**src/rtl/ucd_pkg.sv**
```systemverilog
package ucd_pkg;
  typedef enum logic [2:0] {
    ST_IDLE, ST_PFX1, ST_PFX2, ST_EXT1, ST_EXT2, ST_EXT3, ST_LOCK
  } seq_st_t;

  localparam logic [14:0] CMD_ADR_A = 15'h5555;
  localparam logic [14:0] CMD_ADR_B = 15'h2AAA;
  localparam logic [7:0]  KEY_A     = 8'hAA;
  localparam logic [7:0]  KEY_B     = 8'h55;
  localparam logic [7:0]  OP_ARM    = 8'hA0;
  localparam logic [7:0]  OP_ID_IN  = 8'h90;
  localparam logic [7:0]  OP_ID_OUT = 8'hF0;
  localparam logic [7:0]  OP_EXT    = 8'h80;
  localparam logic [7:0]  OP_UNPROT = 8'h20;
  localparam logic [7:0]  OP_LOCK   = 8'h40;
  localparam logic [7:0]  LOCK_LO_D = 8'h00;
  localparam logic [7:0]  LOCK_HI_D = 8'hFF;

  function automatic logic key_hit(logic [14:0] a, logic [7:0] d,
                                   logic [14:0] ea, logic [7:0] ed);
    return (a == ea) && (d == ed);
  endfunction
endpackage

```
**src/rtl/ucd_seq.sv**
```systemverilog
module ucd_seq import ucd_pkg::*; #(
  parameter int ADDR_W = 17
) (
  input  logic              clk,
  input  logic              rst_n,
  input  logic              ld_valid,
  input  logic [ADDR_W-1:0] ld_addr,
  input  logic [7:0]        ld_data,
  output logic              ev_arm_on,
  output logic              ev_arm_off,
  output logic              ev_id_on,
  output logic              ev_id_off,
  output logic              ev_lock_lo,
  output logic              ev_lock_hi,
  output logic              ev_data
);
  seq_st_t st_q, st_n;
  logic [14:0] a15;
  logic        hit_a, hit_b, at_a;

  assign a15   = ld_addr[14:0];
  assign hit_a = key_hit(a15, ld_data, CMD_ADR_A, KEY_A);
  assign hit_b = key_hit(a15, ld_data, CMD_ADR_B, KEY_B);
  assign at_a  = (a15 == CMD_ADR_A);

  always_comb begin
    st_n       = st_q;
    ev_arm_on  = 1'b0;
    ev_arm_off = 1'b0;
    ev_id_on   = 1'b0;
    ev_id_off  = 1'b0;
    ev_lock_lo = 1'b0;
    ev_lock_hi = 1'b0;
    ev_data    = 1'b0;
    if (ld_valid) begin
      st_n    = ST_IDLE;
      ev_data = 1'b1;
      unique case (st_q)
        ST_IDLE: if (hit_a) begin st_n = ST_PFX1; ev_data = 1'b0; end
        ST_PFX1: if (hit_b) begin st_n = ST_PFX2; ev_data = 1'b0; end
        ST_PFX2: if (at_a) begin
          ev_data = 1'b0;
          case (ld_data)
            OP_ARM:    ev_arm_on = 1'b1;
            OP_ID_IN:  ev_id_on  = 1'b1;
            OP_ID_OUT: ev_id_off = 1'b1;
            OP_EXT:    st_n      = ST_EXT1;
            default:   ev_data   = 1'b1;
          endcase
        end
        ST_EXT1: if (hit_a) begin st_n = ST_EXT2; ev_data = 1'b0; end
        ST_EXT2: if (hit_b) begin st_n = ST_EXT3; ev_data = 1'b0; end
        ST_EXT3: if (at_a && ld_data == OP_UNPROT) begin
          ev_arm_off = 1'b1; ev_data = 1'b0;
        end else if (at_a && ld_data == OP_LOCK) begin
          st_n = ST_LOCK; ev_data = 1'b0;
        end
        ST_LOCK: if (ld_addr == '0 && ld_data == LOCK_LO_D) begin
          ev_lock_lo = 1'b1; ev_data = 1'b0;
        end else if (ld_addr == '1 && ld_data == LOCK_HI_D) begin
          ev_lock_hi = 1'b1; ev_data = 1'b0;
        end
        default: st_n = ST_IDLE;
      endcase
    end
  end

  always_ff @(posedge clk) begin
    if (!rst_n) st_q <= ST_IDLE;
    else        st_q <= st_n;
  end


  data_goes_idle_chk: assert property (@(posedge clk) disable iff (!rst_n)
    ev_data |=> (st_q == ST_IDLE));
endmodule

```
**src/rtl/ucd_flags.sv**
```systemverilog
module ucd_flags #(
  parameter int ADDR_W  = 17,
  parameter int BOOT_SZ = 8192
) (
  input  logic              clk,
  input  logic              rst_n,
  input  logic              ld_valid,
  input  logic [ADDR_W-1:0] ld_addr,
  input  logic [7:0]        ld_data,
  input  logic              prog_end,
  input  logic              ev_arm_on,
  input  logic              ev_arm_off,
  input  logic              ev_id_on,
  input  logic              ev_id_off,
  input  logic              ev_lock_lo,
  input  logic              ev_lock_hi,
  input  logic              ev_data,
  output logic              data_load,
  output logic              wp_active,
  output logic              id_active,
  output logic              boot_lock_lo,
  output logic              boot_lock_hi,
  output logic              pgm_permit,
  output logic              erase_permit
);
  localparam logic [ADDR_W-1:0] LO_TOP  = ADDR_W'(BOOT_SZ);
  localparam logic [ADDR_W-1:0] HI_BASE = ADDR_W'((2**ADDR_W) - BOOT_SZ);

  function automatic logic [1:0] boot_zone(logic [ADDR_W-1:0] a);
    return {a >= HI_BASE, a < LO_TOP};
  endfunction

  // nonvolatile state: power-up value only, untouched by reset
  logic wp_q = 1'b0;
  logic lo_q = 1'b0;
  logic hi_q = 1'b0;
  logic id_q, armed_q, pend_on_q, pend_off_q, dl_q;
  logic [1:0] zone_q;

  always_ff @(posedge clk) begin
    if (rst_n) begin
      if (prog_end && pend_on_q)  wp_q <= 1'b1;
      if (prog_end && pend_off_q) wp_q <= 1'b0;
      if (ev_lock_lo) lo_q <= 1'b1;
      if (ev_lock_hi) hi_q <= 1'b1;
    end
  end

  always_ff @(posedge clk) begin
    if (!rst_n) begin
      id_q <= 1'b0; armed_q <= 1'b0; pend_on_q <= 1'b0;
      pend_off_q <= 1'b0; dl_q <= 1'b0; zone_q <= 2'b00;
    end else begin
      dl_q <= ev_data;
      if (ev_data) zone_q <= boot_zone(ld_addr);
      if (ev_id_on)  id_q <= 1'b1;
      if (ev_id_off) id_q <= 1'b0;
      if (prog_end) begin
        armed_q <= 1'b0; pend_on_q <= 1'b0; pend_off_q <= 1'b0;
      end
      if (ev_arm_on)  begin armed_q <= 1'b1; pend_on_q <= 1'b1; pend_off_q <= 1'b0; end
      if (ev_arm_off) begin armed_q <= 1'b1; pend_off_q <= 1'b1; pend_on_q <= 1'b0; end
    end
  end

  assign data_load    = dl_q;
  assign wp_active    = wp_q;
  assign id_active    = id_q;
  assign boot_lock_lo = lo_q;
  assign boot_lock_hi = hi_q;
  assign pgm_permit   = (!wp_q || armed_q) && !(zone_q[0] && lo_q) && !(zone_q[1] && hi_q);
  assign erase_permit = !(lo_q || hi_q);


  wp_rise_at_end_chk: assert property (@(posedge clk) disable iff (!rst_n)
    $rose(wp_q) |-> $past(prog_end));

  wp_fall_at_end_chk: assert property (@(posedge clk) disable iff (!rst_n)
    $fell(wp_q) |-> $past(prog_end));

  id_rise_opcode_chk: assert property (@(posedge clk) disable iff (!rst_n)
    $rose(id_q) |-> ($past(ld_valid) && $past(ld_data) == 8'h90));

  lock_lo_sticky_chk: assert property (@(posedge clk) disable iff (!rst_n) !$fell(lo_q));

  lock_hi_sticky_chk: assert property (@(posedge clk) disable iff (!rst_n) !$fell(hi_q));

  data_pulse_src_chk: assert property (@(posedge clk) disable iff (!rst_n)
    data_load |-> $past(ld_valid));
endmodule

```
**src/rtl/unlock_seq_decoder.sv**
```systemverilog
module unlock_seq_decoder #(
  parameter int ADDR_W  = 17,
  parameter int BOOT_SZ = 8192
) (
  input  logic              clk,
  input  logic              rst_n,
  input  logic              ld_valid,
  input  logic [ADDR_W-1:0] ld_addr,
  input  logic [7:0]        ld_data,
  input  logic              prog_end,
  output logic              data_load,
  output logic              wp_active,
  output logic              id_active,
  output logic              boot_lock_lo,
  output logic              boot_lock_hi,
  output logic              pgm_permit,
  output logic              erase_permit
);
  logic ev_arm_on, ev_arm_off, ev_id_on, ev_id_off;
  logic ev_lock_lo, ev_lock_hi, ev_data;

  ucd_seq #(.ADDR_W(ADDR_W)) u_seq (
    .clk(clk), .rst_n(rst_n), .ld_valid(ld_valid), .ld_addr(ld_addr), .ld_data(ld_data),
    .ev_arm_on(ev_arm_on), .ev_arm_off(ev_arm_off), .ev_id_on(ev_id_on),
    .ev_id_off(ev_id_off), .ev_lock_lo(ev_lock_lo), .ev_lock_hi(ev_lock_hi),
    .ev_data(ev_data));

  ucd_flags #(.ADDR_W(ADDR_W), .BOOT_SZ(BOOT_SZ)) u_flags (
    .clk(clk), .rst_n(rst_n), .ld_valid(ld_valid), .ld_addr(ld_addr), .ld_data(ld_data),
    .prog_end(prog_end), .ev_arm_on(ev_arm_on), .ev_arm_off(ev_arm_off),
    .ev_id_on(ev_id_on), .ev_id_off(ev_id_off), .ev_lock_lo(ev_lock_lo),
    .ev_lock_hi(ev_lock_hi), .ev_data(ev_data), .data_load(data_load),
    .wp_active(wp_active), .id_active(id_active), .boot_lock_lo(boot_lock_lo),
    .boot_lock_hi(boot_lock_hi), .pgm_permit(pgm_permit), .erase_permit(erase_permit));
endmodule

```
**config.mk**
```make
export PLATFORM = sky130hd
export DESIGN_NAME = unlock_seq_decoder
export DESIGN_NICKNAME = d
export VERILOG_FILES = /design/src/rtl/ucd_pkg.sv /design/src/rtl/ucd_seq.sv /design/src/rtl/ucd_flags.sv /design/src/rtl/unlock_seq_decoder.sv
export SDC_FILE = /design/constraint.sdc
export NUM_CORES = 1
export LEC_CHECK = 0
export ABC_AREA = 1
export BUFFER_PORTS_ARGS = -buffer_cell sky130_fd_sc_hd__buf_4
export CORE_MARGIN = 2
export CORE_UTILIZATION = 50
export CTS_BUF_LIST = sky130_fd_sc_hd__clkbuf_16
export DETAILED_ROUTE_END_ITERATION = 6
export GPL_TIMING_DRIVEN = 0
export PLACE_DENSITY = 0.8
export SYNTH_ARGS = -nofsm -noshare
export SYNTH_HDL_FRONTEND = slang
export SYNTH_SLANG_ARGS = --single-unit
```
**constraint.sdc**
```tcl
create_clock -name clk -period 1.6 [get_ports clk]
set_input_delay 0.32 -clock clk [delete_from_list [all_inputs] [get_ports clk]]
set_output_delay 0.32 -clock clk [all_outputs]
set_load 0.005 [all_outputs]
```
==> metrics.yaml <==
status: "finished, final reports clean"
crit_required_ns: 1.71
worstPathArrival_ns: 1.53
r2r-end: "u_flags.pend_off_q"
wl_per_cell_um: 10.5
fp.dieH_um: 50.8
cts_buffers: 3
fill_cells: 197
min_period_ns: 1.42
synth_top_area_cell: "nand2_1"
placedCellCount: 260
diodes: 0
cp-endpoint: "u_flags.pend_off_q"
final_common_cell: "nand2_1"
setup_viol: 0
io_pins: 36
fin_worst_skew_ns: 0.00510
critical_path_class: "flop to flop"
drv_slew: 0
grt_pass1_vias: 1236
yosysSeqAreaShare_pct: 21.0
clockBufferDepth: 2
rrSetupSlack_ns: 0.18
rsz0062_at_grt: "no"
gp_congestion: 0.993
cap_viol_max_count: 0
yosysUniqueCellTypes: 23
clk_latency_ns: 0.24
vias: 1316
finalInstanceArea_um2: 1460
crit_fanout: 4
place_ws_ns: -0.00738
design.die.area_um2: 2580
antenna_found_initial: 0
startpoint_type: "flop"
synth_warnings: 0
cts.sinks: 11
postCtsHoldBufs: 0
fin_crit_sh_pct: 88.5
dieWidth_um: 50.8
grt_first_pass_wirelength_um: 4990
core-area_um2: 2020
synth-seq-cells: 11
r2r_cells: 8
synthCells: 200
power_density_nw_per_um2: 616
ant_nets: 0
h-tree-depth: 1
synth.area.top_cells: "nand2_1 (21%), dfxtp_1 (18%), nor2_1 (9.9%)"
totalWireLength_um: 2760
synth_top_area_share_pct: 20.9
whs_ns: 0.338
area_growth_pct: 33.1
start_util_pct: 54.2
hpwl_um: 2410
totalPowerFinal_uw: 899
root_buffer: "clkbuf_16"
p_leak_uw: 0.000673
path_clk_slew_ns: 0.04
first_iter_violations: 31
syn_avg_cell_area_um2: 5.48
hold_viol_final: 0
r2r_start: "u_seq.st_q[0]"
layout_common_cells: "nand2_1 (61), buf_4 (35), nor2_1 (29), inv_1 (25), nand3_1 (15)"
overflow: 0
ir_drop_uv: 791
hold_class: "input pin to flop"
crit_start: "u_seq.st_q[0]"
grt_max_degree: 9
drc_errors: 0
instances_no_fill: 264
drive_gt1_share_pct: 27.0
nets: 267
synth_area_um2: 1100
placed_area_um2: 1370
end_kind: "flop"
setup_slack_ns: 0.184
io_buffers: 32
max_freq_ghz: 0.706
track_usage_pct: 25.0
cts_tree: "built"
vias_per_cell: 4.98
std_cell_rows: 16
dr.pass1.iters: 4
[report_power, final]
part | total (µW) | leakage [µW] | switching (µW) | internal, µW
Clock | 444 | 0.0000423 | 117 | 327
Combinational | 171 | 0.000537 | 90.6 | 80.0
Sequential | 284 | 0.0000935 | 1.67 | 283
Total | 899 | 0.000673 | 209 | 690
[how the worst min path moves through the flow]
stage / start / to / slack [ns] / cells after the start
3_3_place_gp: u_flags.pend_on_q / u_flags.pend_on_q / 0.45 / 2
5_1_grt: rst_n / u_flags.zone_q[1] / 0.35 / 3
4_1_cts: rst_n / u_flags.zone_q[1] / 0.34 / 3
3_5_place_dp: u_flags.pend_off_q / u_flags.wp_active / 0.47 / 1
6_report: rst_n / u_flags.zone_q[1] / 0.34 / 3
2_1_floorplan: u_flags.pend_on_q / u_flags.pend_on_q / 0.44 / 2
[routing by layer]
layer  GRT usage [%]  wire length, µm  vias up
met1            33.5             1320      573
met4            4.05                0        0
met2            42.3             1290       42
met5               0                0        -
li1                -                -      701
met3            5.26              157        0
[worst max-delay path, stage by stage, from the launching register on]
cell     delay [ns]
dfxtp_1        0.32
inv_1          0.10
nand2_1        0.09
nor2_2         0.13
inv_1          0.06
nor3_2         0.22
nand4_1        0.20
nand3_1        0.11
a21oi_1        0.06
[state kept, by name, summed over array words and instances (netlist names)]
name                cells
u_flags.pend_off_q      1
u_flags.pend_on_q       1
u_seq.st_q              3
u_flags.id_active       1
u_flags.data_load       1
u_flags.wp_active       1
u_flags.zone_q          2
u_flags.armed_q         1
[metrics by stage]
step                utilization, %  setup TNS [ns]
floorplan                        -               0
global placement              67.9         -0.0231
detailed placement            67.9         -0.0173
CTS                           71.8               0
global route                  72.2               0
finish                        72.2               0
[cell usage after synthesis]
| master | number |
|---|---|
| a31oi_1 | 1 |
| nor3_1 | 4 |
| o21ai_0 | 4 |
| nor3_2 | 1 |
| nand3_1 | 15 |
| a211oi_1 | 1 |
| buf_4 | 3 |
| o21ai_1 | 1 |
| dfxtp_1 | 10 |
| or2_1 | 1 |
| conb_1 | 2 |
| nand2_2 | 2 |
| a311oi_1 | 1 |
| nand4_1 | 8 |
| inv_2 | 5 |
| inv_1 | 24 |
| nor2_2 | 12 |
| a21oi_1 | 10 |
| nor2_1 | 29 |
| nand2_1 | 61 |
| nor2_4 | 2 |
| edfxtp_1 | 1 |
| nand3_2 | 2 |
[timing repair]
item,4_1_cts,5_1_grt
gates resized for setup,0,2
setup endpoints to repair,0,2
setup buffers,0,0
[cells by family after synthesis]
| family | share of synthesized area [%] |
|---|---|
| AO/OA/AOI/OAI | 8.90 |
| buffers and inverters | 12.0 |
| flip-flops | 21.0 |
| other | 0.685 |
| AND/OR/NAND/NOR | 57.4 |
[area by class of cell]
type / count / area (µm²) / share of cell area [%]
multi-input cells: 158 / 743 / 50.9
inverters: 29 / 109 / 7.46
plain buffers: 3 / 22.5 / 1.54
clock inverters: 1 / 3.75 / 0.257
well taps: 27 / 33.8 / 2.32
clock buffers: 3 / 75.1 / 5.15
repair buffers: 32 / 240 / 16.5
flip-flops and latches: 11 / 231 / 15.9
(Power assumes the default switching activity.)
